<file path="config.mk">
export PLATFORM = sky130hd
export DESIGN_NAME = flags_unit
export DESIGN_NICKNAME = d
export VERILOG_FILES = /design/src/rtl/flags_pkg.sv /design/src/rtl/flags_byte_xfer.sv /design/src/rtl/flags_next_state.sv /design/src/rtl/flags_push_image.sv /design/src/rtl/flags_unit.sv
export SDC_FILE = /design/constraint.sdc
export NUM_CORES = 1
export LEC_CHECK = 0
export BUFFER_PORTS_ARGS = -buffer_cell sky130_fd_sc_hd__buf_2
export CAP_MARGIN = 10
export CORE_ASPECT_RATIO = 1.1
export CORE_MARGIN = 4
export CORE_UTILIZATION = 43
export DETAILED_ROUTE_END_ITERATION = 8
export PLACE_DENSITY = 0.72
export SYNTH_ARGS = -nofsm -noshare
export SYNTH_HDL_FRONTEND = slang
export SYNTH_HIERARCHICAL = 1
export SYNTH_SLANG_ARGS = --single-unit
export TNS_END_PERCENT = 5
</file>
<file path="constraint.sdc">
create_clock -name clk -period 1.6 [get_ports clk]
set_clock_uncertainty 0.1 [all_clocks]
set_input_delay 0.16 -clock clk [delete_from_list [all_inputs] [get_ports clk]]
set_output_delay 0.16 -clock clk [all_outputs]
set_load 0.01 [all_outputs]
</file>
<file path="src/rtl/flags_pkg.sv">
package flags_pkg;
  localparam int FLAG_W = 32;
  localparam int BYTE_W = 8;
  localparam int HALF_W = 16;

  localparam int POS_CF = 0;
  localparam int POS_PF = 2;
  localparam int POS_AF = 4;
  localparam int POS_ZF = 6;
  localparam int POS_SF = 7;
  localparam int POS_IF = 9;
  localparam int POS_DF = 10;
  localparam int POS_RF = 16;
  localparam int POS_VM = 17;

  localparam logic [FLAG_W-1:0] WRITE_MASK  = 32'h003F_7FD5;
  localparam logic [FLAG_W-1:0] FIXED_ONES  = 32'h0000_0002;
  localparam logic [FLAG_W-1:0] RESET_VALUE = FIXED_ONES;
  localparam logic [FLAG_W-1:0] PUSH_CLEAR  = (32'h1 << POS_RF) | (32'h1 << POS_VM);
  localparam logic [BYTE_W-1:0] BYTE_FILL   = 8'b0000_1000;

  localparam int LANES = 5;
  localparam int LANE_FLAG [LANES] = '{POS_SF, POS_ZF, POS_AF, POS_PF, POS_CF};
  localparam int LANE_BYTE [LANES] = '{7, 6, 4, 2, 0};

  typedef enum logic [3:0] {
    OP_NOP  = 4'd0,
    OP_SETC = 4'd1,
    OP_CLRC = 4'd2,
    OP_INVC = 4'd3,
    OP_SETD = 4'd4,
    OP_CLRD = 4'd5,
    OP_SETI = 4'd6,
    OP_CLRI = 4'd7,
    OP_RDB  = 4'd8,
    OP_WRB  = 4'd9,
    OP_POPW = 4'd10,
    OP_POPD = 4'd11
  } flag_op_e;
endpackage

</file>
<file path="src/rtl/flags_byte_xfer.sv">
module flags_byte_xfer
  import flags_pkg::*;
#(
  parameter int FW = FLAG_W,
  parameter int BW = BYTE_W
) (
  input  logic [FW-1:0] flags_i,
  input  logic [BW-1:0] byte_i,
  output logic [BW-1:0] gather_o,
  output logic [FW-1:0] scatter_mask_o,
  output logic [FW-1:0] scatter_val_o
);
  logic [LANES-1:0] g_bits;
  logic [LANES-1:0] s_bits;

  genvar ln;
  generate
    for (ln = 0; ln < LANES; ln++) begin : g_lane
      assign g_bits[ln] = flags_i[LANE_FLAG[ln]];
      assign s_bits[ln] = byte_i[LANE_BYTE[ln]];
    end
  endgenerate

  always_comb begin
    gather_o       = BYTE_FILL;
    scatter_mask_o = '0;
    scatter_val_o  = '0;
    for (int k = 0; k < LANES; k++) begin
      gather_o[LANE_BYTE[k]]       = g_bits[k];
      scatter_mask_o[LANE_FLAG[k]] = 1'b1;
      scatter_val_o[LANE_FLAG[k]]  = s_bits[k];
    end
  end
endmodule

</file>
<file path="src/rtl/flags_next_state.sv">
module flags_next_state
  import flags_pkg::*;
#(
  parameter int FW = FLAG_W,
  parameter int HW = HALF_W
) (
  input  logic [FW-1:0] cur_i,
  input  logic          valid_i,
  input  logic [3:0]    op_i,
  input  logic [FW-1:0] wr_mask_i,
  input  logic [FW-1:0] wr_val_i,
  input  logic [FW-1:0] pop_i,
  output logic [FW-1:0] nxt_o,
  output logic          load_byte_o
);
  localparam logic [FW-1:0] LOW_HALF  = {{(FW-HW){1'b0}}, {HW{1'b1}}};
  localparam logic [FW-1:0] POPW_MASK = WRITE_MASK & LOW_HALF;
  localparam logic [FW-1:0] POPD_MASK = WRITE_MASK & ~PUSH_CLEAR;

  logic [FW-1:0] raw;
  logic [FW-1:0] sel_mask;

  always_comb begin
    raw         = cur_i;
    sel_mask    = '0;
    load_byte_o = 1'b0;
    if (valid_i) begin
      case (flag_op_e'(op_i))
        OP_SETC: raw[POS_CF] = 1'b1;
        OP_CLRC: raw[POS_CF] = 1'b0;
        OP_INVC: raw[POS_CF] = ~cur_i[POS_CF];
        OP_SETD: raw[POS_DF] = 1'b1;
        OP_CLRD: raw[POS_DF] = 1'b0;
        OP_SETI: raw[POS_IF] = 1'b1;
        OP_CLRI: raw[POS_IF] = 1'b0;
        OP_RDB:  load_byte_o = 1'b1;
        OP_WRB:  sel_mask = wr_mask_i;
        OP_POPW: sel_mask = POPW_MASK;
        OP_POPD: sel_mask = POPD_MASK;
        default: raw = cur_i;
      endcase
      if (flag_op_e'(op_i) == OP_WRB) begin
        raw = (cur_i & ~sel_mask) | (wr_val_i & sel_mask);
      end else if (flag_op_e'(op_i) == OP_POPW || flag_op_e'(op_i) == OP_POPD) begin
        raw = (cur_i & ~sel_mask) | (pop_i & sel_mask);
      end
    end
    nxt_o = (raw & WRITE_MASK) | FIXED_ONES;
  end
endmodule

</file>
<file path="src/rtl/flags_push_image.sv">
module flags_push_image
  import flags_pkg::*;
#(
  parameter int FW = FLAG_W,
  parameter int HW = HALF_W
) (
  input  logic          clk,
  input  logic          rst,
  input  logic [FW-1:0] nxt_i,
  output logic [HW-1:0] push16_o,
  output logic [FW-1:0] push32_o
);
  always_ff @(posedge clk) begin
    if (rst) begin
      push16_o <= RESET_VALUE[HW-1:0];
      push32_o <= RESET_VALUE & ~PUSH_CLEAR;
    end else begin
      push16_o <= nxt_i[HW-1:0];
      push32_o <= nxt_i & ~PUSH_CLEAR;
    end
  end
endmodule

</file>
<file path="src/rtl/flags_unit.sv">
module flags_unit
  import flags_pkg::*;
#(
  parameter int FW = FLAG_W,
  parameter int BW = BYTE_W,
  parameter int HW = HALF_W
) (
  input  logic          clk,
  input  logic          rst,
  input  logic          op_valid,
  input  logic [3:0]    op_code,
  input  logic [BW-1:0] byte_in,
  input  logic [FW-1:0] pop_in,
  input  logic          irq_req,
  output logic [FW-1:0] flags_q,
  output logic [BW-1:0] byte_out,
  output logic [HW-1:0] push16,
  output logic [FW-1:0] push32,
  output logic          irq_accept,
  output logic          step_dec
);
  logic [BW-1:0] gather;
  logic [FW-1:0] sc_mask;
  logic [FW-1:0] sc_val;
  logic [FW-1:0] flags_nxt;
  logic          load_byte;

  flags_byte_xfer #(.FW(FW), .BW(BW)) xfer_i (
    .flags_i        (flags_q),
    .byte_i         (byte_in),
    .gather_o       (gather),
    .scatter_mask_o (sc_mask),
    .scatter_val_o  (sc_val)
  );

  flags_next_state #(.FW(FW), .HW(HW)) nxt_i (
    .cur_i       (flags_q),
    .valid_i     (op_valid),
    .op_i        (op_code),
    .wr_mask_i   (sc_mask),
    .wr_val_i    (sc_val),
    .pop_i       (pop_in),
    .nxt_o       (flags_nxt),
    .load_byte_o (load_byte)
  );

  flags_push_image #(.FW(FW), .HW(HW)) push_i (
    .clk      (clk),
    .rst      (rst),
    .nxt_i    (flags_nxt),
    .push16_o (push16),
    .push32_o (push32)
  );

  always_ff @(posedge clk) begin
    if (rst) begin
      flags_q  <= RESET_VALUE;
      byte_out <= '0;
    end else begin
      flags_q <= flags_nxt;
      if (load_byte) byte_out <= gather;
    end
  end

  assign step_dec   = flags_q[POS_DF];
  assign irq_accept = irq_req & flags_q[POS_IF];
endmodule

</file>
# --- Yosys cells after proc, flatten, opt, wreduce, memory -nomap -nowiden ---
# Cells that the tools add are included.
classes:
  n_reduce_logical: 3
  bitwise_logic: 8
  mux: 10
  n_eq_ne: 11
op_table:
  columns: ["op", "count"]
  rows:
  - ["22-bit 2-to-1 mux", 4]
  - ["22-bit case mux with 3 select lines", 1]
  - ["22-bit bitwise AND", 2]
  - ["22-bit OR", 2]
  - ["8-bit by 22-bit bitwise AND with 22-bit output", 1]
  - ["22-bit NOT", 1]
  - ["4-bit by 3-bit == test with 1-bit output, second input constant", 4]
  - ["4-bit == test, second input constant", 4]
  - ["4-bit by 2-bit == test with 1-bit output, second input constant", 2]
  - ["4-bit by 1-bit == test with 1-bit output, second input constant", 1]
  - ["1-bit case mux with 2 select lines", 2]
  - ["1-bit case mux with 3 select lines", 1]
  - ["1-bit 2-to-1 mux", 2]
  - ["2-bit AND reduction", 1]
  - ["2-bit nonzero test", 1]
  - ["1-bit bitwise AND", 1]
  - ["1-bit logical OR", 1]
  - ["1-bit NOT", 1]
totals:
  reg_bits: 57
  word_cells: 39
  out_inout_bits: 90
  inputBits: 48

# --- Depth between registers and ports, before layout ---
# Gate-level depths: netlist of the first run.
logic_depth:
  ltp_word: 9
  ltp_mapped: 8
  depth_no_buf: 5

# --- Cells and area by module ---
# The synthesis of the first run kept the hierarchy.
by_module_without_submodules:
  columns: ["module", "seq_area_each_um2", "cells_per_inst", "instances", "area_each_um2"]
  rows:
  - ["flags_unit", 800.8, 95, 1, 1162.4]
  - ["flags_push_image", 600.6, 82, 1, 948.4]
  - ["flags_next_state", 0.0, 135, 1, 852.1]
  - ["flags_byte_xfer", 0.0, 74, 1, 548.0]

# --- Worst setup path after synthesis of the first run ---
# OpenSTA, ideal clock, no wires.
synth_timing:
  path_kind: "input to register"
  from: "input op_code[3]"
  to: "register byte_out[0]"
  n_path_buf: 3
  arrival_ns: 1.276
  required_time_ns: 1.386
  path_stages: 8
  setup_time_ns: 0.114
  slack_ns: 0.110
  cell_sequence: "buf_4 and2b_1 buf_4 nand2_2 nor3_1 buf_6 mux2i_1 nor2_1"
synth_between:
  elab_chain_len: 3
synth_lines:
  columns: ["element", "line_no", "rtl"]
  rows:
  - ["start: declaration", "flags_unit.sv:11", "input logic [3:0] op_code,"]
  - ["4-bit == test", "flags_next_state.sv:28", "case (flag_op_e'(op_i))"]
  - ["1-bit 2-to-1 mux", "flags_next_state.sv:28", null]
  - ["1-bit 2-to-1 mux", "flags_next_state.sv:27", "if (valid_i) begin"]
  - ["via load_byte", "flags_unit.sv:26", "logic load_byte;"]
  - ["end signal: assignment", "flags_unit.sv:61", "if (load_byte) byte_out <= gather;"]
  - ["end: declaration", "flags_unit.sv:16", "output logic [BW-1:0] byte_out,"]
# The timed path passes the listed nets, and every way through them passes these cells.
# A chain may end at the register's enable or synchronous reset.

# --- Worst setup path after layout of the first run ---
layout_timing:
  from: "register flags_q[10]"
  to: "register flags_q[10]"
layout_between:
  elab_chain_len: 5
  elab_cells_between_ends: 7
  cone_classes: "mux: 4; bitwise: 3"
layout_lines:
  columns: ["element", "line_no", "rtl"]
  rows:
  - ["start: declaration", "flags_unit.sv:15", "output logic [FW-1:0] flags_q,"]
  - ["start signal: assignment", "flags_unit.sv:60", "flags_q <= flags_nxt;"]
  - ["22-bit bitwise AND", "flags_next_state.sv:43, flags_next_state.sv:45", null]
  - ["22-bit OR", "flags_next_state.sv:45", "raw = (cur_i & ~sel_mask) | (pop_i & sel_mask);"]
  - ["22-bit 2-to-1 mux", "flags_next_state.sv:44", "end else if (flag_op_e'(op_i) == OP_POPW || flag_op_e'(op_i) == OP_POPD) begin"]
  - ["22-bit 2-to-1 mux", "flags_next_state.sv:42", "if (flag_op_e'(op_i) == OP_WRB) begin"]
  - ["22-bit 2-to-1 mux (*)", "flags_next_state.sv:27", null]
  - ["via flags_nxt[10]", "flags_unit.sv:25", "logic [FW-1:0] flags_nxt;"]
# The timed path passes the listed nets; every way through them passes the cells marked *. The select of a mux whose other input is x is not followed.

==> results of run 1 <==
-- report_power, final --
group / switching [W] / internal, W
combinational: 0.000243 / 0.000205
sequential: 0.0000282 / 0.00181
clock: 0.000647 / 0.00124
total: 0.000918 / 0.00326
-- layout make-up --
class | instances | area [um2]
clock inverter | 5 | 129
fill | 710 | 3600
inverter | 3 | 11.3
clock buffer | 11 | 141
timing repair buffer | 127 | 688
multi-input combinational | 237 | 1370
tap | 105 | 131
sequential | 70 | 1400
-- cells in the final DEF (no fill, tap or decap), types with 2 or more instances in the layout --
cell       count
buf_12         2
nand2_1        5
and3_1         2
conb_1        50
dfxtp_1       70
mux2_2         6
nor2b_1       61
a21oi_1       16
bufinv_16      4
clkbuf_8      10
nor2_1        31
a221oi_1       4
o22ai_1       10
a2bb2oi_1     10
mux2i_1        8
nand3_1        5
inv_1          3
or2_1          2
buf_4          9
buf_2        116
nand2b_1       6
o21ai_0        4
-- registers in the layout (all words and copies together) (netlist names) --
signal / flops
flags_q: 32
byte_out: 8
push_i/push16_o: 15
push_i/push32_o: 15
-- per-stage QoR --
stage	worst slack (ns)	hold WS [ns]	total power, W	std cells	utilization [%]
2_1_floorplan	0.110	0.249	0.00228	403	-
3_3_place_gp	0.0366	0.373	0.00232	542	48.2
3_5_place_dp	0.00434	0.382	0.00233	542	48.2
4_1_cts	0.202	0.151	0.00423	558	51.8
5_1_grt	0.0795	0.184	0.00437	558	51.8
6_report	0.220	0.164	0.00418	558	51.8
-- worst max path at each step --
stage | from | to | slack [ns]
after floorplan | op_code[3] | byte_out[0]$_SDFFE_PP0P_ | 0.11
after global placement | op_code[1] | push_i/push16_o[4]$_SDFF_PP0_ | 0.04
after detailed placement | op_code[2] | push_i/push32_o[18]$_SDFF_PP0_ | 0.004
after CTS | flags_q[10]$_SDFF_PP0_ | flags_q[10]$_SDFF_PP0_ | 0.20
after global routing | flags_q[10]$_SDFF_PP0_ | flags_q[10]$_SDFF_PP0_ | 0.08
final | flags_q[10]$_SDFF_PP0_ | flags_q[10]$_SDFF_PP0_ | 0.22
-- worst register-to-register path, cell delays in order (launching register included) --
cell and delay [ns]:
dfxtp_1 0.36, a21oi_1 0.16, o2111ai_2 0.14, a211oi_1 0.32, nor3_2 0.06, nor2b_1 0.13
-- per-layer routing --
layer / vias up / part of all wire, % / track usage, %
met5: - / 0 / 0
met4: 0 / 0.94 / 4.18
met3: 6 / 9.7 / 6.15
met2: 78 / 48 / 23.8
met1: 1089 / 42 / 16.4
li1: 1240 / - / -
==> results.toml, run 1 <==
[sta]
setup_viol = 0
fmax_mhz = 725
worst_pin_slew_ns = 0.723
slew_headroom_pct = 51.5
rsz0062_at_grt = "false"
fin_crit_ns = 1.38
finalMaxSlewViolations = 0
period_share_pct = 86.3
setup_tns_ns = 0
hold_viol_final = 0

[final_layout]
post-route-cell-area_mm2 = 0.00387
n_antenna_cell = 0
area_growth_pct = 17.4
drive_gt1_share_pct = 33.8
nNetsFinal = 496

[power_and_ir_drop]
p_leak_nw = 1.90
p_per_area_mw_per_mm2 = 1080
ir_drop_v = 0.000780

[detailed_routing]
drc = 0
via_per_inst = 4.32
routed_wl_um = 6390
first_pass_iters = 4
vias = 2413
drt_iter0_drc = 65
ant_nets = 0
wl_per_cell_um = 11.5

[critical_path]
worstPathMaxFanout = 6
timing.rr.end = "flags_q[10]$_SDFF_PP0_"
path_buf_inv = 0
rrSetupSlack_ns = 0.22
critPathRequiredTime_ns = 1.72
worstSetupPathType = "reg -> reg"
r2r_cells = 5
crit_family = "compound AO/OA/AOI/OAI gates"
worstPathArrival_ns = 1.50
worstSetupPathDepth = 5
end_kind = "register"
crit_slowest_cell = "dfxtp_1"
path_cells = "a21oi_1 > o2111ai_2 > a211oi_1 > nor3_2 > nor2b_1"
r2r-start = "flags_q[10]$_SDFF_PP0_"
start_kind = "register"
crit_path_max_incr_delay_ns = 0.36

[clock_network]
ctsHoldBuffers = 0
cts_buffer_depth = 2
clock_latency_ns = 0.33
cts_root_buf = "clkbuf_8"
cts_setup_buffers = 0
clk_pin_slew_worst_paths_ns = 0.07
ctsResizeCount = 0
clkSinkCount = 70
htreeDepth = 3
cts-buffers-inserted = 9
cts_tree = "built"

[job]
drv_cap = 0

[synthesis]
syn_avg_cell_area_um2 = 9.22
yosys_warnings = 6
syn-instance-count = 358
syn-cell-area_mm2 = 0.00330

[die]
start_util_pct = 44.2
core_mm2 = 0.00747
rows = 33
io_pins = 138
fp.dieW_um = 91.5
die-area_mm2 = 0.00914
die_h_um = 99.9

[global_routing]
grt_overflow = 0
grt_pass1_vias = 2315
antenna_found_initial = 0
grt_pass1_wl_um = 10400
grtUsageTotal_pct = 14.2
grt_start_max_net_pins = 28

[worst_hold_path]
min_path_type = "in -> reg"
hold-path-cell-count = 2
holdPathEnd = "flags_q[21]$_SDFF_PP0_"
min_from = "rst"

[status]
outcome = "complete, no violations"

[place]
io_buffers = 116
place_congestion = 0.738
place_hpwl_um = 4890
placed_area_mm2 = 0.00360
Note: power is estimated with default switching activity, not from simulation.
==> inputs of run 2 (changes only) <==
- CTS_BUF_LIST: unset -> sky130_fd_sc_hd__clkbuf_8
- SETUP_SLACK_MARGIN: unset -> 0.02
==> results.toml, run 2 (synthesis gave the netlist of run 1 again) <==
[final_layout]
largestRegisters = "flags_q x32, push_i/push16_o x15, push_i/push32_o x15"
layout_commonest_cell = "buf_2"
nNetsFinal = 496
post-route-cell-area_mm2 = 0.00387
largest_reg_flops = 32
final_cell_mix = "116 x buf_2, 70 x dfxtp_1, 61 x nor2b_1"
drive_gt1_share_pct = 33.8
fillers = 710
regMostFlops = "flags_q"
instances_no_fill = 558
area_growth_pct = 17.4
n_antenna_cell = 0

[critical_path]
end_kind = "register"
rrSetupSlack_ns = 0.22
r2r-start = "flags_q[10]$_SDFF_PP0_"
worstSetupPathType = "reg -> reg"
worstSetupPathDepth = 5
crit_slowest_cell = "dfxtp_1"
worstPathArrival_ns = 1.50
worstPathMaxFanout = 6
critPathRequiredTime_ns = 1.72
path_cells = "a21oi_1 > o2111ai_2 > a211oi_1 > nor3_2 > nor2b_1"
timing.rr.end = "flags_q[10]$_SDFF_PP0_"
path_buf_inv = 0
crit_path_max_incr_delay_ns = 0.36
crit_family = "compound AO/OA/AOI/OAI gates"
start_kind = "register"
r2r_cells = 5

[sta]
fin_crit_ns = 1.38
slew_headroom_pct = 50.7
finalMaxSlewViolations = 0
setup_viol = 0
rsz0062_at_grt = "false"
fmax_mhz = 725
period_share_pct = 86.3
setup_tns_ns = 0
hold_viol_final = 0
whs_ns = 0.164
worst_pin_slew_ns = 0.734

[die]
core_mm2 = 0.00747
fp.dieW_um = 91.5
start_util_pct = 44.2
die-area_mm2 = 0.00914
die_h_um = 99.9
rows = 33
io_pins = 138

[detailed_routing]
ant_nets = 0
routed_wl_um = 6390
vias = 2413
first_pass_iters = 4
via_per_inst = 4.32
wl_per_cell_um = 11.5
drt_iter0_drc = 57
drc = 0

[place]
place_hpwl_um = 4890
place_congestion = 0.738
placed_area_mm2 = 0.00360
placed_cells_incl_taps = 542
io_buffers = 116

[worst_hold_path]
min_path_type = "in -> reg"
holdPathEnd = "flags_q[21]$_SDFF_PP0_"
min_from = "rst"
hold-path-cell-count = 2

[clock_network]
cts-buffers-inserted = 9
cts_tree = "built"
cts_root_buf = "clkbuf_8"
clock_latency_ns = 0.33
htreeDepth = 3
ctsHoldBuffers = 0
clkSinkCount = 70
ctsResizeCount = 0
cts_setup_buffers = 0
clk_pin_slew_worst_paths_ns = 0.07
cts_buffer_depth = 2

[global_routing]
grt_pass1_wl_um = 10400
grt_overflow = 0
grt_start_max_net_pins = 28
grt_pass1_vias = 2316
grtUsageTotal_pct = 14.2
antenna_found_initial = 0

[power_and_ir_drop]
ir_drop_v = 0.000780
power.total_w = 0.00417
p_per_area_mw_per_mm2 = 1080
p_leak_nw = 1.90

[job]
drv_cap = 0

[status]
outcome = "complete, no violations"
run 2: cell types whose count changed in the layout (fill, tap and decap cells not counted), sizes merged:
cell	delta
clkbuf	-1
inv	+1
run 2: through the flow:
step / setup slack (ns) / util (%)
after global placement: 0.0366 / 48.2
final: 0.220 / 51.8
after floorplan: 0.110 / -
after global routing: 0.0795 / 51.8
after detailed placement: 0.00434 / 48.2
after CTS: 0.202 / 51.8
run 2: worst max-delay path by stage:
stage	start	end	slack, ns
2_1_floorplan	op_code[3]	byte_out[0]$_SDFFE_PP0P_	0.11
3_3_place_gp	op_code[1]	push_i/push16_o[4]$_SDFF_PP0_	0.04
3_5_place_dp	op_code[2]	push_i/push32_o[18]$_SDFF_PP0_	0.004
4_1_cts	flags_q[10]$_SDFF_PP0_	flags_q[10]$_SDFF_PP0_	0.20
5_1_grt	flags_q[10]$_SDFF_PP0_	flags_q[10]$_SDFF_PP0_	0.08
6_report	flags_q[10]$_SDFF_PP0_	flags_q[10]$_SDFF_PP0_	0.22
run 2: power breakdown:
group / switching [W] / internal, W
clock: 0.000650 / 0.00124
combinational: 0.000243 / 0.000205
sequential: 0.0000282 / 0.00181
run 2: area by class of cell:
type	instances	area [um2]	share of cell area [%]
Sequential cell	70	1400	36.2
Clock inverter	6	133	3.42
Tap cell	105	131	3.39
Timing Repair Buffer	127	688	17.8
Multi-Input combinational cell	237	1370	35.4
Clock buffer	10	138	3.55
Inverter	3	11.3	0.291
run 2: per-layer routing:
metal | global-route usage, % | wire (um)
met5 | 0 | 0
met4 | 4.18 | 60
met3 | 6.15 | 618
met2 | 23.7 | 3050
met1 | 16.5 | 2660
run 2: worst reg2reg max path, delay by kind of cell, from the launching register on:
family | cells | cell delay (ns)
flip-flops | 1 | 0.36
AND/OR/NAND/NOR | 2 | 0.19
AO/OA/AOI/OAI | 3 | 0.62
